File: src/rtl/cmpl_pkg.sv
package cmpl_pkg;
    typedef enum logic [1:0] {
        PH_DECODE  = 2'd0,
        PH_READ    = 2'd1,
        PH_PROCESS = 2'd2,
        PH_WRITE   = 2'd3
    } phase_e;
endpackage

File: src/rtl/cmpl_decoder.sv
module cmpl_decoder #(
    parameter int OPC_W = 6,
    parameter int FILE_W = 8,
    parameter logic [OPC_W-1:0] OPC_CODE = 6'b000111,
    localparam int INSTR_W = OPC_W + 2 + FILE_W
) (
    input  logic [INSTR_W-1:0] instr,
    output logic               hit,
    output logic               dst_file,
    output logic               use_bsr,
    output logic [FILE_W-1:0]  file_addr
);
    always_comb begin
        hit       = (instr[INSTR_W-1 -: OPC_W] == OPC_CODE);
        dst_file  = instr[FILE_W+1];
        use_bsr   = instr[FILE_W];
        file_addr = instr[FILE_W-1:0];
    end
endmodule

File: src/rtl/cmpl_addr_gen.sv
module cmpl_addr_gen #(
    parameter int FILE_W = 8,
    parameter int BANK_W = 4,
    localparam int ADDR_W = BANK_W + FILE_W
) (
    input  logic              use_bsr,
    input  logic [FILE_W-1:0] file_addr,
    input  logic [BANK_W-1:0] bank_sel,
    output logic [ADDR_W-1:0] eff_addr
);
    logic [BANK_W-1:0] access_bank;

    // Access bank: lower half of f maps to the lowest bank, upper half to the highest.
    always_comb begin
        access_bank = {BANK_W{file_addr[FILE_W-1]}};
        eff_addr    = {(use_bsr ? bank_sel : access_bank), file_addr};
    end
endmodule

File: src/rtl/cmpl_sequencer.sv
module cmpl_sequencer
    import cmpl_pkg::*;
(
    input  logic   clk,
    input  logic   rst_n,
    output phase_e phase
);
    phase_e state_q;
    phase_e state_d;

    always_ff @(posedge clk) begin
        if (!rst_n) state_q <= PH_DECODE;
        else        state_q <= state_d;
    end

    always_comb begin
        state_d = state_q;
        unique case (state_q)
            PH_DECODE:  state_d = PH_READ;
            PH_READ:    state_d = PH_PROCESS;
            PH_PROCESS: state_d = PH_WRITE;
            PH_WRITE:   state_d = PH_DECODE;
        endcase
    end

    always_comb begin
        phase = state_q;
    end

    assert_phase_step_R1: assert property (@(posedge clk) disable iff (!rst_n)
        (phase != PH_WRITE) |=> (2'(phase) == 2'(2'($past(phase)) + 2'd1)));

    assert_phase_wrap_R1: assert property (@(posedge clk) disable iff (!rst_n)
        (phase == PH_WRITE) |=> (phase == PH_DECODE));
endmodule

File: src/rtl/bank_cmpl_unit.sv
module bank_cmpl_unit
    import cmpl_pkg::*;
#(
    parameter int DATA_W = 8,
    parameter int FILE_W = 8,
    parameter int BANK_W = 4,
    parameter int OPC_W  = 6,
    parameter logic [OPC_W-1:0] OPC_CODE = 6'b000111,
    localparam int INSTR_W = OPC_W + 2 + FILE_W,
    localparam int ADDR_W  = BANK_W + FILE_W
) (
    input  logic               clk,
    input  logic               rst_n,
    input  logic               instr_valid,
    input  logic [INSTR_W-1:0] instr,
    input  logic [BANK_W-1:0]  bank_sel,
    output logic [1:0]         q_phase,
    output logic [ADDR_W-1:0]  mem_addr,
    output logic               mem_rd_en,
    input  logic [DATA_W-1:0]  mem_rdata,
    output logic               mem_wr_en,
    output logic [DATA_W-1:0]  mem_wdata,
    output logic [DATA_W-1:0]  w_reg,
    output logic               flag_n,
    output logic               flag_z
);
    phase_e phase;

    logic              dec_hit;
    logic              dec_dst;
    logic              dec_bsr;
    logic [FILE_W-1:0] dec_file;
    logic [ADDR_W-1:0] dec_addr;

    logic              ctx_hit;
    logic              ctx_dst;
    logic [ADDR_W-1:0] ctx_addr;
    logic [DATA_W-1:0] result_q;
    logic [DATA_W-1:0] w_q;
    logic              n_q;
    logic              z_q;

    cmpl_sequencer u_seq (
        .clk   (clk),
        .rst_n (rst_n),
        .phase (phase)
    );

    cmpl_decoder #(
        .OPC_W    (OPC_W),
        .FILE_W   (FILE_W),
        .OPC_CODE (OPC_CODE)
    ) u_dec (
        .instr     (instr),
        .hit       (dec_hit),
        .dst_file  (dec_dst),
        .use_bsr   (dec_bsr),
        .file_addr (dec_file)
    );

    cmpl_addr_gen #(
        .FILE_W (FILE_W),
        .BANK_W (BANK_W)
    ) u_agen (
        .use_bsr   (dec_bsr),
        .file_addr (dec_file),
        .bank_sel  (bank_sel),
        .eff_addr  (dec_addr)
    );

    // Per-phase datapath work.
    always_ff @(posedge clk) begin
        if (!rst_n) begin
            ctx_hit  <= 1'b0;
            ctx_dst  <= 1'b0;
            ctx_addr <= '0;
            result_q <= '0;
            w_q      <= '0;
            n_q      <= 1'b0;
            z_q      <= 1'b0;
        end else begin
            unique case (phase)
                PH_DECODE: begin
                    ctx_hit  <= instr_valid && dec_hit;
                    ctx_dst  <= dec_dst;
                    ctx_addr <= dec_addr;
                end
                PH_READ: begin
                end
                PH_PROCESS: begin
                    if (ctx_hit) result_q <= ~mem_rdata;
                end
                PH_WRITE: begin
                    if (ctx_hit) begin
                        if (!ctx_dst) w_q <= result_q;
                        n_q <= result_q[DATA_W-1];
                        z_q <= (result_q == '0);
                    end
                end
            endcase
        end
    end

    always_comb begin
        q_phase   = phase;
        mem_addr  = ctx_addr;
        mem_rd_en = ctx_hit && (phase == PH_READ);
        mem_wr_en = ctx_hit && ctx_dst && (phase == PH_WRITE);
        mem_wdata = result_q;
        w_reg     = w_q;
        flag_n    = n_q;
        flag_z    = z_q;
    end

    assert_rd_then_process_R6: assert property (@(posedge clk) disable iff (!rst_n)
        mem_rd_en |=> (phase == PH_PROCESS));

    assert_wdata_inverse_R7: assert property (@(posedge clk) disable iff (!rst_n)
        mem_wr_en |-> ((mem_wdata ^ $past(mem_rdata)) == {DATA_W{1'b1}}));

    assert_single_write_R8: assert property (@(posedge clk) disable iff (!rst_n)
        mem_wr_en |=> !mem_wr_en);

    assert_w_kept_on_file_R8: assert property (@(posedge clk) disable iff (!rst_n)
        mem_wr_en |=> $stable(w_reg));

    assert_state_only_at_write_R9: assert property (@(posedge clk) disable iff (!rst_n)
        (phase != PH_WRITE) |=> $stable({w_reg, flag_n, flag_z}));

    assert_no_strobe_overlap_R10: assert property (@(posedge clk) disable iff (!rst_n)
        !(mem_rd_en && mem_wr_en));
endmodule

File: config.mk
export PLATFORM = sky130hd
export DESIGN_NAME = bank_cmpl_unit
export DESIGN_NICKNAME = d
export VERILOG_FILES = /design/src/rtl/cmpl_pkg.sv /design/src/rtl/cmpl_decoder.sv /design/src/rtl/cmpl_addr_gen.sv /design/src/rtl/cmpl_sequencer.sv /design/src/rtl/bank_cmpl_unit.sv
export SDC_FILE = /design/constraint.sdc
export NUM_CORES = 1
export LEC_CHECK = 0
export BUFFER_PORTS_ARGS = -buffer_cell sky130_fd_sc_hd__buf_2
export CORE_UTILIZATION = 45
export DETAILED_ROUTE_END_ITERATION = 8
export GPL_TIMING_DRIVEN = 0
export PLACE_DENSITY = 0.78
export SLEW_MARGIN = 20
export SYNTH_ARGS = -nofsm -noshare
export SYNTH_HDL_FRONTEND = slang
export SYNTH_SLANG_ARGS = --single-unit
File: constraint.sdc
create_clock -name clk -period 1.7 [get_ports clk]
set_input_delay 0.17 -clock clk [delete_from_list [all_inputs] [get_ports clk]]
set_output_delay 0.17 -clock clk [all_outputs]
set_load 0.01 [all_outputs]
==> flow_metrics.env <==
export IMPL_status="complete, but fails checks"
export IMPL_failed_checks="design-rule violations"
export IMPL_powerDensity_nw_per_um2=988
export IMPL_overflow=0
export IMPL_clock_fmax_ghz=0.681
export IMPL_fin_setup_tns_ns=0
export IMPL_worstSetupPathType="reg2out"
export IMPL_port_buffers=64
export IMPL_r2r_start="u_seq.phase[0]"
export IMPL_finalClockSkew_ns=0.00878
export IMPL_setup_viol=0
export IMPL_r2r_cells=6
export IMPL_n_antenna_cell=0
export IMPL_r2r_setup_slack_ns=0.25
export IMPL_avgSynthCellArea_um2=10.6
export IMPL_totalWireLength_um=2970
export IMPL_vdd_ir_drop_worst_mv=0.569
export IMPL_synth_edf_count=0
export IMPL_yosysTopAreaCell="dfxtp_1"
export IMPL_grt_usage_pct=19.4
export IMPL_drc=4
export IMPL_first_iter_violations=16
export IMPL_endpoint_kind="output port"
export IMPL_synth_cells=131
export IMPL_synth_ff_type="dfxtp_1"
export IMPL_yosysMostFrequentCell="dfxtp_1"
export IMPL_synthArstFlopShare_pct=0
export IMPL_pre_cts_slack_ns=0.280
export IMPL_wire_per_inst_um=12.8
export IMPL_crit_path_end="mem_wr_en"
export IMPL_cts_hold_buf=0
export IMPL_clk_latency_ns=0.32
export IMPL_nNetsFinal=237
export IMPL_cts_made_buffers=5
export IMPL_leakage_nw=1.01
export IMPL_die_h_um=57.5
export IMPL_place_gp_congestion=0.724
export IMPL_tritoncts="yes"
export IMPL_dieWidth_um=57.5
export IMPL_syn_to_final_growth_pct=29.2
export IMPL_fin_ws_ns=0.232
export IMPL_first_pass_iters=8
export IMPL_cts_num_sinks=34
export IMPL_postCtsSetupRepairBufs=0
export IMPL_fin_crit_ns=1.47
export IMPL_ys_types=27
export IMPL_ys_seq_elements=34
export IMPL_grt_pass1_vias=1135
export IMPL_fin_util_pct=63.2
export IMPL_post_cts_resized=0
export IMPL_synth_area_top_cells="dfxtp_1 49%, mux2i_1 12%, nor2b_1 8.1%, o211a_1 5.8%, ha_1 3.6%"
export IMPL_arrival_ns=1.30
export IMPL_largest_reg_flops=12
export IMPL_required_ns=1.53
export IMPL_tightest_slew_ns=0.396
export IMPL_rsz0062_at_grt="false"
export IMPL_clk_pin_slew_ns=0.10
export IMPL_ant_nets=0
export IMPL_ys_warn_count=0
export IMPL_cp_max_fo=5
export IMPL_hp_class="in2reg"
export IMPL_cts_root_buf="clkbuf_4"
export IMPL_grt_max_degree=11
export IMPL_finalHoldViolations=0
export IMPL_slew_viol_final=0
export IMPL_fin_crit_sh_pct=86.4
export IMPL_critPathLaunch="u_seq.phase[0]"
export IMPL_power_total_mw=1.77
export IMPL_antenna_found_initial=0
export IMPL_fp_row_count=19
export IMPL_place_hpwl_um=2320
export IMPL_grt_pass1_wl_um=4860
export IMPL_ys_seq_area_share_pct=49.2
export IMPL_cts_max_path_buffers=2
export IMPL_cap_violations=0
export IMPL_drive_gt1_share_pct=38.1
export IMPL_coreArea_um2=2830
export IMPL_htree_levels=2
export IMPL_start_util_pct=48.9
export IMPL_relSlewSlack_pct=73.6
export IMPL_synth_cell_area_um2=1380
export IMPL_dieArea_um2=3300
export IMPL_synth_common_cells="34 x dfxtp_1, 18 x nor2b_1, 17 x mux2i_1"
export IMPL_pin_count=65
export IMPL_synth_top_cell_area_share_pct=49.2
export IMPL_vias=1148
export IMPL_avgViaCountPerCell=4.93
export IMPL_synth_fp_nets=166
export IMPL_start_kind="flop"
export IMPL_r2r_end="mem_wdata[3]"
==> worst max-delay path, stage by stage (launching register included) <==
cell,delay [ns]
dfxtp_1,0.41
ha_1,0.25
and3_2,0.20
buf_2,0.12
==> routing by layer <==
metal,vias up,part of all wire (%),track usage [%]
met3,6,4.6,4.76
met4,0,1.3,7.32
met2,28,53,36.2
li1,590,-,-
met5,-,0,0
met1,524,41,20.7
==> power by group <==
group	internal [mW]	switching (mW)	leakage, nW	total [mW]
Combinational	0.205	0.235	0.705	0.439
Sequential	0.880	0.0493	0.277	0.929
Clock	0.156	0.242	0.0254	0.398
==> stage by stage <==
stage | hold slack, ns | cell area (um^2) | std cells
after floorplan | 0.298 | 1380 | 131
after global placement | 0.427 | 1740 | 226
after detailed placement | 0.440 | 1740 | 226
after CTS | 0.0971 | 1790 | 233
after global routing | 0.0946 | 1790 | 233
final | 0.104 | 1790 | 233
==> worst min-delay path by stage <==
stage / from / to / depth (start not counted)
floorplan: rst_n / mem_addr[0] / 1
global placement: instr[3] / mem_addr[3] / 3
detailed placement: instr[3] / mem_addr[3] / 3
CTS: instr[3] / mem_addr[3] / 3
global route: instr[5] / mem_addr[5] / 3
finish: mem_rdata[6] / mem_wdata[6] / 3
==> cell type report <==
| type | instances | area (um^2) |
|---|---|---|
| repair buffers | 64 | 320 |
| inverters | 3 | 11.3 |
| multi-input cells | 86 | 633 |
| well taps | 31 | 38.8 |
| plain buffers | 8 | 58.8 |
| flip-flops and latches | 34 | 681 |
| fillers | 239 | 1040 |
| clock buffers | 7 | 45.0 |
==> cells in the final DEF (no fill, tap or decap), drive strengths merged, types with 2 or more instances in the layout <==
cell type,netlist,routed
a21boi,2,2
a21oi,8,8
and2,4,4
buf,4,68
clkbuf,4,11
dfxtp,34,34
ha,4,4
inv,3,3
mux2i,17,17
nand2,11,11
nor2b,18,18
nor4,2,2
o211a,8,8
o21ai,4,4
==> cell families after synthesis <==
kind of cell               share of synthesized area (%)
and+or+nand+nor                                     17.6
DFF                                                 49.2
AOI/OAI and AO/OA                                   12.2
muxes                                               12.3
buffers and inverters                               5.06
adders and majority gates                           3.62
Note: power is estimated with default switching activity, not from simulation.
